### src/rtl/olp_pkg.sv
`timescale 1ns/1ps
package olp_pkg;

  typedef enum logic [2:0] {
    ST_NORM  = 3'd0,
    ST_ONW   = 3'd1,
    ST_OFFW  = 3'd2,
    ST_RETRY = 3'd3,
    ST_CLAMP = 3'd4,
    ST_LOCK  = 3'd5
  } olp_state_e;

  function automatic int max2(input int a, input int b);
    return (a > b) ? a : b;
  endfunction

endpackage

### src/rtl/olp_ovl_filter.sv
`timescale 1ns/1ps
module olp_ovl_filter #(
  parameter int HOLD_CYC = 16
) (
  input  logic clk,
  input  logic rst,
  input  logic ovl_raw,
  output logic ovl_det
);
  localparam int CW = (HOLD_CYC > 1) ? $clog2(HOLD_CYC) : 1;
  localparam logic [CW-1:0] RUN_LAST = CW'(HOLD_CYC - 1);

  logic [1:0]    sync_q;
  logic [CW-1:0] run_q;

  always_ff @(posedge clk) begin
    if (rst) begin
      sync_q  <= '0;
      run_q   <= '0;
      ovl_det <= 1'b0;
    end else begin
      sync_q <= {sync_q[0], ovl_raw};
      if (!sync_q[1]) begin
        run_q   <= '0;
        ovl_det <= 1'b0;
      end else if (run_q == RUN_LAST) begin
        ovl_det <= 1'b1;
      end else begin
        run_q <= run_q + 1'b1;
      end
    end
  end

  // detection only follows a synchronised high level
  p_det_needs_sync_r2: assert property (@(posedge clk) disable iff (rst)
    $rose(ovl_det) |-> $past(sync_q[1]));
  p_low_clears_det_r2: assert property (@(posedge clk) disable iff (rst)
    !sync_q[1] |=> !ovl_det);

endmodule

### src/rtl/olp_tick_timer.sv
`timescale 1ns/1ps
module olp_tick_timer #(
  parameter int TW = 10
) (
  input  logic          clk,
  input  logic          rst,
  input  logic          clr,
  input  logic          tick,
  input  logic [TW-1:0] limit,
  output logic          done
);
  logic [TW-1:0] cnt_q;

  assign done = tick && (cnt_q == limit - 1'b1);

  always_ff @(posedge clk) begin
    if (rst || clr) begin
      cnt_q <= '0;
    end else if (tick) begin
      cnt_q <= done ? '0 : cnt_q + 1'b1;
    end
  end

  // count moves only on a tick
  p_hold_without_tick_r9: assert property (@(posedge clk) disable iff (rst)
    (!tick && !clr) |=> $stable(cnt_q));
  p_cnt_in_range_r9: assert property (@(posedge clk) disable iff (rst)
    (limit != '0) |-> (cnt_q < limit));

endmodule

### src/rtl/olp_fsm.sv
`timescale 1ns/1ps
module olp_fsm
  import olp_pkg::*;
#(
  parameter int TON_TICKS  = 90,
  parameter int TOFF_TICKS = 900,
  parameter int TW         = 10
) (
  input  logic          clk,
  input  logic          rst,
  input  logic          ovl_det,
  input  logic          pcl_static,
  input  logic          olr_latch,
  input  logic          vsel_rearm,
  input  logic          tmr_done,
  output logic          tmr_clr,
  output logic [TW-1:0] tmr_limit,
  output logic          out_en,
  output logic          fault_n,
  output logic          olf_set,
  output logic          vsel_clr
);
  olp_state_e state_q, state_d;
  logic       hit_q, hit_d;

  always_comb begin
    state_d = state_q;
    unique case (state_q)
      ST_NORM: begin
        if (ovl_det) state_d = pcl_static ? ST_CLAMP : ST_ONW;
      end
      ST_ONW, ST_RETRY: begin
        if (tmr_done) begin
          if (hit_q || ovl_det) state_d = pcl_static ? ST_CLAMP : ST_OFFW;
          else                  state_d = olr_latch ? ST_LOCK : ST_NORM;
        end
      end
      ST_OFFW: begin
        if (tmr_done) state_d = ST_RETRY;
      end
      ST_CLAMP: begin
        if (!ovl_det)        state_d = olr_latch ? ST_LOCK : ST_NORM;
        else if (!pcl_static) state_d = ST_ONW;
      end
      ST_LOCK: begin
        if (vsel_rearm) state_d = ST_NORM;
      end
      default: state_d = ST_NORM;
    endcase
  end

  always_comb begin
    if (state_d != state_q) hit_d = (state_d == ST_ONW);
    else                    hit_d = hit_q | ovl_det;
  end

  assign tmr_clr   = (state_d != state_q);
  assign tmr_limit = (state_q == ST_OFFW) ? TW'(TOFF_TICKS) : TW'(TON_TICKS);

  always_ff @(posedge clk) begin
    if (rst) begin
      state_q  <= ST_NORM;
      hit_q    <= 1'b0;
      out_en   <= 1'b1;
      fault_n  <= 1'b1;
      olf_set  <= 1'b0;
      vsel_clr <= 1'b0;
    end else begin
      state_q  <= state_d;
      hit_q    <= hit_d;
      out_en   <= !((state_d == ST_OFFW) || (state_d == ST_LOCK));
      fault_n  <= (state_d == ST_NORM);
      olf_set  <= (state_q == ST_NORM) && (state_d != ST_NORM);
      vsel_clr <= (state_d == ST_LOCK) && (state_q != ST_LOCK);
    end
  end

  // an off-window is never cut short
  p_off_full_r10: assert property (@(posedge clk) disable iff (rst)
    (state_q == ST_OFFW && !tmr_done) |=> (state_q == ST_OFFW));
  // static detection keeps the output on and flags a fault
  p_static_keeps_on_r7: assert property (@(posedge clk) disable iff (rst)
    (state_q == ST_NORM && ovl_det && pcl_static) |=> (out_en && !fault_n));
  // a locked channel leaves only through rearm
  p_lock_hold_r8: assert property (@(posedge clk) disable iff (rst)
    (state_q == ST_LOCK && !vsel_rearm) |=> (state_q == ST_LOCK));

endmodule

### src/rtl/olp_ctrl.sv
`timescale 1ns/1ps
module olp_ctrl
  import olp_pkg::*;
#(
  parameter int TON_TICKS  = 90,
  parameter int TOFF_TICKS = 900,
  parameter int HOLD_CYC   = 16
) (
  input  logic clk,
  input  logic rst,
  input  logic tick,
  input  logic ovl_raw,
  input  logic pcl_static,
  input  logic olr_latch,
  input  logic vsel_rearm,
  output logic out_en,
  output logic olf_set,
  output logic vsel_clr,
  output logic fault_n
);
  localparam int MAXT = max2(TON_TICKS, TOFF_TICKS);
  localparam int TW   = $clog2(MAXT + 1);

  logic          ovl_det;
  logic          tmr_clr;
  logic          tmr_done;
  logic [TW-1:0] tmr_limit;

  olp_ovl_filter #(.HOLD_CYC(HOLD_CYC)) u_filter (
    .clk     (clk),
    .rst     (rst),
    .ovl_raw (ovl_raw),
    .ovl_det (ovl_det)
  );

  olp_tick_timer #(.TW(TW)) u_timer (
    .clk   (clk),
    .rst   (rst),
    .clr   (tmr_clr),
    .tick  (tick),
    .limit (tmr_limit),
    .done  (tmr_done)
  );

  olp_fsm #(
    .TON_TICKS  (TON_TICKS),
    .TOFF_TICKS (TOFF_TICKS),
    .TW         (TW)
  ) u_fsm (
    .clk        (clk),
    .rst        (rst),
    .ovl_det    (ovl_det),
    .pcl_static (pcl_static),
    .olr_latch  (olr_latch),
    .vsel_rearm (vsel_rearm),
    .tmr_done   (tmr_done),
    .tmr_clr    (tmr_clr),
    .tmr_limit  (tmr_limit),
    .out_en     (out_en),
    .fault_n    (fault_n),
    .olf_set    (olf_set),
    .vsel_clr   (vsel_clr)
  );

  // the output is only blocked while a fault is flagged
  p_off_means_fault_r4: assert property (@(posedge clk) disable iff (rst)
    !out_en |-> !fault_n);
  // diagnostic request is a single-cycle pulse
  p_olf_pulse_r3: assert property (@(posedge clk) disable iff (rst)
    olf_set |=> !olf_set);
  // field clear comes with a disabled output
  p_clr_disables_r8: assert property (@(posedge clk) disable iff (rst)
    vsel_clr |-> (!out_en && !fault_n));

endmodule

### config.mk
export PLATFORM = sky130hd
export DESIGN_NAME = olp_ctrl
export DESIGN_NICKNAME = d
export VERILOG_FILES = /design/src/rtl/olp_pkg.sv /design/src/rtl/olp_ovl_filter.sv /design/src/rtl/olp_tick_timer.sv /design/src/rtl/olp_fsm.sv /design/src/rtl/olp_ctrl.sv
export SDC_FILE = /design/constraint.sdc
export NUM_CORES = 1
export LEC_CHECK = 0
export BUFFER_PORTS_ARGS = -buffer_cell sky130_fd_sc_hd__buf_4
export CAP_MARGIN = 20
export CORE_MARGIN = 5
export CORE_UTILIZATION = 45
export DETAILED_ROUTE_END_ITERATION = 10
export PLACE_DENSITY = 0.68
export SKIP_LAST_GASP = 1
export SLEW_MARGIN = 20
export SYNTH_ARGS = -nofsm -noshare
export SYNTH_HDL_FRONTEND = slang
export SYNTH_SLANG_ARGS = --single-unit
### constraint.sdc
create_clock -name clk -period 3.05 [get_ports clk]
set_input_delay 0.1525 -clock clk [delete_from_list [all_inputs] [get_ports clk]]
set_output_delay 0.1525 -clock clk [all_outputs]
set_load 0.01 [all_outputs]
==> qor.yml, run 1 <==
critPathKind: "register to register"
cts-root-buf: "clkbuf_4"
end_kind: "register"
cts.sinks: 25
synth_flop_cell: "dfxtp_1"
timing.final.crit_share_pct: 79.5
dp.cells: 183
synthCells: 145
core-area_um2: 2760
worstHoldStart: "ovl_raw"
rsz0062_at_grt: "no"
crit_buf_inv: 0
fin_crit_ns: 2.42
r2r_start: "u_fsm.state_q[0]"
yosysWarningCount: 0
n_antenna_cell: 0
met2_usage_pct: 22.1
status: "finished, final reports clean"
crit_slowest_cell: "or4_4"
port_buffers: 10
worstPathMaxFanout: 11
powerDensity_nw_per_um2: 357
dieArea_um2: 4070
synth_most_common_cell: "dfxtp_1"
die_h_um: 63.8
max_slew_margin_pct: 65.4
synthArstFlopShare_pct: 0
r2r_end: "u_fsm.hit_q"
antenna_found_initial: 0
final_cells: 187
dp_hpwl_um: 2010
cts.clk_slew.worst_paths_ns: 0.13
hold_depth: 2
tightestPinTransition_ns: 0.519
rrSetupSlack_ns: 0.63
post_drt_wl_per_cell_um: 13.8
ctsResizeCount: 0
synth_area_leaders: "dfxtp_1 38%, nor2_1 4.6%, nor3_1 4.2%"
ys_ff_latch: 25
syn_area_um2: 1300
antenna_left: 0
drive_gt1_share_pct: 17.9
die_w_um: 63.8
timing_hold_violations_final: 0
vias: 1056
cts_buffers: 3
finClkSkew_ns: 0.00315
firstDrtPassIters: 4
synth_commonest_cells: "25 x dfxtp_1, 16 x nor2_1, 11 x nor3_1"
cap_viol_max_count: 0
yosysTopAreaCell: "dfxtp_1"
use_met3_pct: 1.93
wirelength_um: 2570
cts_tree: "yes"
place.gp.congestion: 0.884
yosysSeqAreaShare_pct: 38.5
required_ns: 3.26
cts_max_level: 1
grtUsageMet1_pct: 18.5
initial_core_util_pct: 47.2
holdPathEnd: "u_filter.sync_q[0]"
synth_nets: 154
ctsHoldBuffers: 0
hp-class: "input pin to register"
crit_start: "u_fsm.state_q[0]"
vias_per_cell: 5.65
r2r_cells: 6
cp.arrival_ns: 2.64
leakagePower_nw: 0.518
crit_family: "simple AND/OR/NAND/NOR gates"
nets: 166
synth_top_area_share_pct: 38.5
peakVddDrop_mv: 0.269
cts_setup_buffers: 0
max_freq_ghz: 0.413
syn_avg_cell_area_um2: 8.97
track_usage_pct: 13.6
areaGrowthSynthToFinish_pct: 9.04
critPathLaunchType: "register"
cts_buffer_depth: 2
crit_path_max_incr_delay_ns: 0.54
setup_violations: 0
worstSkewPairLatency_ns: 0.31
synth_edf_count: 0
ys_types: 47
grt_pass1_wl_um: 4690
busiest_layer: "met2"
path_cells: "or3b_4 -> or4_4 -> a21boi_4 -> a21oi_1 -> o211ai_2 -> mux2_4"
tns_ns: 0
grt_start_max_net_pins: 14
ioPinCount: 11
gr-total-overflow: 0
drv_slew: 0
drt_iter0_drc: 39
num_rows: 19
drc_errors: 0
grt_pass1_vias: 1055
-- metrics by stage --
step	setup WS (ns)	instance area, um2	util (%)	total power, mW	hold slack [ns]
finish	0.626	1420	51.5	0.507	0.0479
global route	0.496	1420	51.5	0.533	0.0449
CTS	0.629	1420	51.5	0.512	0.0440
detailed placement	0.639	1390	50.5	0.369	0.374
global placement	0.700	1390	50.5	0.368	0.373
floorplan	0.818	1300	-	0.359	0.281
-- placed cells by master (no fill, tap or decap), types with 5 or more instances in the layout --
master,count
dfxtp_1,25
nor2_1,16
nor3_1,11
nand3_1,10
buf_4,10
nand2_1,9
a21oi_1,6
xor2_1,5
xnor2_1,5
-- how the worst max path moves through the flow --
stage,cells after the start,to
after floorplan,6,u_fsm.hit_q
after global placement,6,u_fsm.hit_q
after detailed placement,6,u_fsm.hit_q
after CTS,6,u_fsm.hit_q
after global routing,6,u_timer.cnt_q[2]
final,6,u_fsm.hit_q
-- state kept, by name (all words and copies together) (netlist names) --
register          count
u_fsm.fault_n         1
u_filter.ovl_det      1
u_timer.cnt_q        10
u_fsm.vsel_clr        1
u_filter.sync_q       2
u_fsm.state_q         3
u_fsm.out_en          1
u_filter.run_q        4
u_fsm.hit_q           1
u_fsm.olf_set         1
-- cell type report --
type / instances / area, um2
fillers: 263 / 1340
multi-input cells: 113 / 763
flip-flops and latches: 25 / 500
repair buffers: 10 / 75.1
well taps: 31 / 38.8
clock buffers: 4 / 26.3
inverters: 4 / 15.0
-- layer usage --
metal  vias to the layer above  part of all wire [%]
met4                         0                  0.97
met3                         4                   2.5
met2                         9                    48
met1                       495                    49
met5                         -                     0
li1                        548                     -
-- where the power goes --
part | switching [mW] | total (mW) | internal (mW) | leakage [nW]
Combinational | 0.0138 | 0.0265 | 0.0127 | 0.300
Sequential | 0.00452 | 0.335 | 0.331 | 0.202
Clock | 0.0937 | 0.145 | 0.0510 | 0.0150
-- kinds of logic after synthesis --
logic type | after synthesis | share of synthesized area (%)
fa+ha+maj | 2 | 1.92
buf+inv | 7 | 2.88
flops | 25 | 38.5
compound gates | 21 | 13.2
xor+xnor | 10 | 6.73
mux | 3 | 2.69
simple gates | 77 | 34.1
Note: power is estimated with default switching activity, not from simulation.
==> inputs of run 2 (changes only) <==
- clock period: 3.05 -> 2.35 ns (I/O delays scaled with it)
==> run 2 against run 1 <==
Effect of this change: maximum frequency is 8.1% higher; global-route usage rose by 1.4 points; clock power rose by 37%; sequential power rose by 30%; non-clock buffer count rose by 5; worst setup slack got worse by 0.52 ns; largest cell class unchanged; cell count up 3.2%.
==> qor.yml, run 2 (synthesis gave the netlist of run 1 again) <==
status: "finished, final reports clean"
place.gp.congestion: 0.928
crit_path_max_incr_delay_ns: 0.54
n_antenna_cell: 0
rrSetupSlack_ns: 0.11
wirelength_um: 2820
leakagePower_nw: 0.552
dp_hpwl_um: 2100
r2r_cells: 6
die_w_um: 63.8
p_int_mw: 0.513
track_usage_pct: 15.0
vias_per_cell: 5.78
r2r_end: "u_fsm.hit_q"
crit_family: "simple AND/OR/NAND/NOR gates"
areaGrowthSynthToFinish_pct: 15.5
fillers: 265
path_cells: "or3b_4 -> or4_4 -> a21boi_4 -> a21oi_2 -> o211ai_2 -> mux2_4"
timing.final.crit_share_pct: 95.4
hp-class: "input pin to register"
antenna_found_initial: 0
dieArea_um2: 4070
powerDensity_nw_per_um2: 448
core-area_um2: 2760
netSwitchingPower_mw: 0.160
fin_hold_ws_ns: 0.0972
cts-root-buf: "clkbuf_4"
grt_start_max_net_pins: 16
layout_common_cells: "22 x dfxtp_1, 16 x nor2_1, 13 x buf_4"
finClkSkew_ns: 0.00844
cts.sinks: 25
drv_slew: 0
cts_max_level: 1
end_kind: "register"
crit_slowest_cell: "or4_4"
seq_area_um2: 507
ioPinCount: 11
firstDrtPassIters: 4
reg.largest.list: "u_timer.cnt_q (10), u_filter.run_q (4), u_fsm.state_q (3)"
final_cells: 193
final_common_cell: "dfxtp_1"
grt_pass1_wl_um: 4970
switching_share_pct: 23.7
cts.clk_slew.worst_paths_ns: 0.14
drc_errors: 0
cts_buffers: 3
dp.cells: 186
max_slew_margin_pct: 65.7
tightestPinTransition_ns: 0.512
largest_register: "u_timer.cnt_q"
worstHoldStart: "tick"
critPathKind: "register to register"
cap_viol_max_count: 0
nets: 172
fin_crit_ns: 2.24
comb_power_share_pct: 6.0
port_buffers: 10
total_power_mw: 0.673
drt_iter0_drc: 83
cts_buffer_depth: 2
grt_pass1_vias: 1101
crit_buf_inv: 0
setup_violations: 0
largest_register_ffs: 10
antenna_left: 0
critPathLaunchType: "register"
tns_ns: 0
multi_input_comb_area_um2: 795
peakVddDrop_mv: 0.365
post_drt_wl_per_cell_um: 14.6
required_ns: 2.59
initial_core_util_pct: 47.2
worstSkewPairLatency_ns: 0.33
rsz0062_at_grt: "no"
cts_tree: "yes"
holdPathEnd: "u_timer.cnt_q[1]"
r2r_start: "u_fsm.state_q[0]"
max_freq_ghz: 0.446
timing_hold_violations_final: 0
num_rows: 19
p_clk_share_pct: 29.5
worstPathMaxFanout: 12
cp.arrival_ns: 2.48
die_h_um: 63.8
hold_depth: 3
gr-total-overflow: 0
vias: 1116
cts_setup_buffers: 0
drive_gt1_share_pct: 22.8
p_seq_share_pct: 64.5
run 2: repair_timing:
action,4_1_cts,5_1_grt
resized for setup,0,7
hold buffers,1,1
hold endpoints to repair,1,1
endpoints found under the setup margin,0,11
run 2: metal layers:
metal / GRT usage (%) / share of wire (%) / up-vias
li1: - / - / 564
met1: 19.8 / 45 / 532
met2: 24.1 / 50 / 12
met3: 2.45 / 2.6 / 8
met4: 6.23 / 2.1 / 0
met5: 0 / 0 / -
run 2: stage by stage:
step,setup WS (ns),area [um2],util [%]
after floorplan,0.118,1300,-
after global placement,0.0927,1420,51.3
after detailed placement,0.0750,1420,51.3
after CTS,0.0324,1460,52.8
after global routing,0.000474,1500,54.5
final,0.108,1500,54.5
run 2: cell type report:
cell class / count / share of cell area, %
well taps: 31 / 2.58
multi-input cells: 114 / 52.9
repair buffers: 15 / 7.83
clock buffers: 3 / 1.50
flip-flops and latches: 25 / 33.7
clock inverters: 1 / 0.500
inverters: 4 / 0.999
run 2: worst max path at each step:
| stage | startpoint | endpoint | slack [ns] | cells after the start |
|---|---|---|---|---|
| after floorplan | u_fsm.state_q[1] | u_fsm.hit_q | 0.12 | 6 |
| after global placement | u_fsm.state_q[1] | u_fsm.hit_q | 0.09 | 6 |
| after detailed placement | u_fsm.state_q[1] | u_fsm.hit_q | 0.07 | 6 |
| after CTS | u_fsm.state_q[2] | u_timer.cnt_q[9] | 0.03 | 6 |
| after global routing | u_fsm.state_q[2] | u_timer.cnt_q[7] | 0.0005 | 6 |
| final | u_fsm.state_q[0] | u_fsm.hit_q | 0.11 | 6 |
run 2: power groups by stage:
| stage | registers [mW] | clock network, mW | logic, mW |
|---|---|---|---|
| global placement | 0.444 | 0 | 0.0335 |
| floorplan | 0.443 | 0 | 0.0232 |
| global route | 0.435 | 0.224 | 0.0454 |
| detailed placement | 0.445 | 0 | 0.0351 |
| finish | 0.434 | 0.199 | 0.0402 |
| CTS | 0.435 | 0.206 | 0.0361 |
run 2: tightest hold or removal path, delay by kind of cell:
family / cells / cell delay, ns
compound gates: 1 / 0.06
buf+inv: 1 / 0.14
simple gates: 1 / 0.07
==> inputs of run 3 (changes only) <==
- clock period: 2.35 -> 2.6 ns (I/O delays scaled with it)
==> run 3 against run 2 <==
Effect of this change: register-to-register slack better by 0.18 ns; sequential share of layout area is 1.3 points higher; die area stayed put; sequential power is 9.4% lower; critical path depth stayed put; utilization is 2.7 points lower; flip-flop and latch count stayed put; critical path type unchanged; critical endpoint is now u_timer.cnt_q[3]; largest power group unchanged.
==> qor.yml, run 3 (synthesis gave the netlist of run 1 again) <==
status: "finished, final reports clean"
dieArea_um2: 4070
grt_pass1_wl_um: 4730
port_buffers: 10
drt_iter0_drc: 94
final_common_cell: "dfxtp_1"
grt_pass1_vias: 1011
cp.arrival_ns: 2.56
max_slew_margin_pct: 67.9
end_kind: "register"
fin_crit_ns: 2.31
antenna_found_initial: 0
required_ns: 2.85
post-route-util_pct: 51.8
post_drt_wl_per_cell_um: 13.8
crit_start: "u_fsm.state_q[1]"
worstHoldStart: "ovl_raw"
ctsResizeCount: 0
ioPinCount: 11
setup_violations: 0
die_h_um: 63.8
drive_gt1_share_pct: 19.1
cts_tree: "yes"
cts_setup_buffers: 0
initial_core_util_pct: 47.2
antenna_left: 0
die_w_um: 63.8
vias_per_cell: 5.77
grt_start_max_net_pins: 15
cap_viol_max_count: 0
p_seq_share_pct: 66.0
areaGrowthSynthToFinish_pct: 9.71
ctsHoldBuffers: 0
nets: 167
wirelength_um: 2600
fin_hold_ws_ns: 0.0193
hp-class: "input pin to register"
worstSkewPairLatency_ns: 0.32
cts.sinks: 25
timing.final.crit_share_pct: 88.8
place.gp.congestion: 0.914
r2r_start: "u_fsm.state_q[1]"
worstPathMaxFanout: 10
drv_slew: 0
track_usage_pct: 14.2
cts_buffer_depth: 2
finClkSkew_ns: 0.00493
layout_common_cells: "25 x dfxtp_1, 16 x nor2_1, 11 x nor3_1, 11 x buf_4, 10 x nand3_1"
dp_hpwl_um: 1960
cts-root-buf: "clkbuf_4"
cts_buffers: 3
largest_register: "u_timer.cnt_q"
cts.clk_slew.worst_paths_ns: 0.13
netSwitchingPower_mw: 0.135
p_int_mw: 0.461
timing_hold_violations_final: 0
rsz0062_at_grt: "no"
p_clk_share_pct: 28.7
tns_ns: 0
switching_share_pct: 22.6
gr-total-overflow: 0
cts_max_level: 1
firstDrtPassIters: 4
core-area_um2: 2760
drc_errors: 0
max_freq_ghz: 0.433
powerDensity_nw_per_um2: 417
peakVddDrop_mv: 0.439
critPathLaunchType: "register"
largest_register_ffs: 10
leakagePower_nw: 0.526
vias: 1084
n_antenna_cell: 0
reg.largest.list: "u_timer.cnt_q (10), u_filter.run_q (4), u_fsm.state_q (3)"
total_power_mw: 0.595
num_rows: 19
comb_power_share_pct: 5.3
critPathKind: "register to register"
tightestPinTransition_ns: 0.482
[run 3: cell types whose count changed in the layout (fill, tap and decap cells not counted), sizes merged]
cell	delta
dlygate4sd3	-2
buf	-2
o2111ai	-1
clkinvlp	-1
clkinv	+1
[run 3: power by group through the flow]
stage / clock, mW / combinational [mW] / sequential, mW
after floorplan: 0 / 0.0210 / 0.400
after global placement: 0 / 0.0302 / 0.401
after detailed placement: 0 / 0.0315 / 0.402
after CTS: 0.178 / 0.0317 / 0.393
after global routing: 0.197 / 0.0356 / 0.394
final: 0.171 / 0.0316 / 0.393
[run 3: routing by layer]
| metal | global-route usage, % | wire length [um] |
|---|---|---|
| met1 | 18.8 | 1200 |
| met2 | 22.2 | 1200 |
| met3 | 2.10 | 150 |
| met4 | 7.27 | 43 |
| met5 | 0 | 0 |
[run 3: area by class of cell]
type                    count  area (um2)
fillers                   267        1330
multi-input cells         113         763
flip-flops and latches     25         500
repair buffers             11        82.6
well taps                  31        38.8
clock buffers               3        22.5
inverters                   4        15.0
clock inverters             1        5.00
[run 3: final timing paths]
| path | to | slack [ns] | depth (start not counted) |
|---|---|---|---|
| setup / recovery | u_timer.cnt_q[3] | 0.29 | 6 |
| setup reg to reg | u_timer.cnt_q[3] | 0.29 | 6 |
| hold / removal | u_filter.sync_q[0] | 0.02 | 2 |
| hold reg to reg | u_filter.sync_q[1] | 0.46 | 1 |
[run 3: through the flow]
step           instances  area [um2]  worst slack, ns
2_1_floorplan        145        1300            0.368
3_3_place_gp         184        1400            0.330
3_5_place_dp         184        1400            0.272
4_1_cts              188        1430            0.258
5_1_grt              188        1430           0.0495
6_report             188        1430            0.290
[run 3: worst max-delay path: stages (launching register included)]
cell and delay (ns):
dfxtp_1 0.47, or3b_4 0.44, nand4b_1 0.29, and4_2 0.28
o211ai_1 0.17, o2111ai_2 0.34, nor3_1 0.25
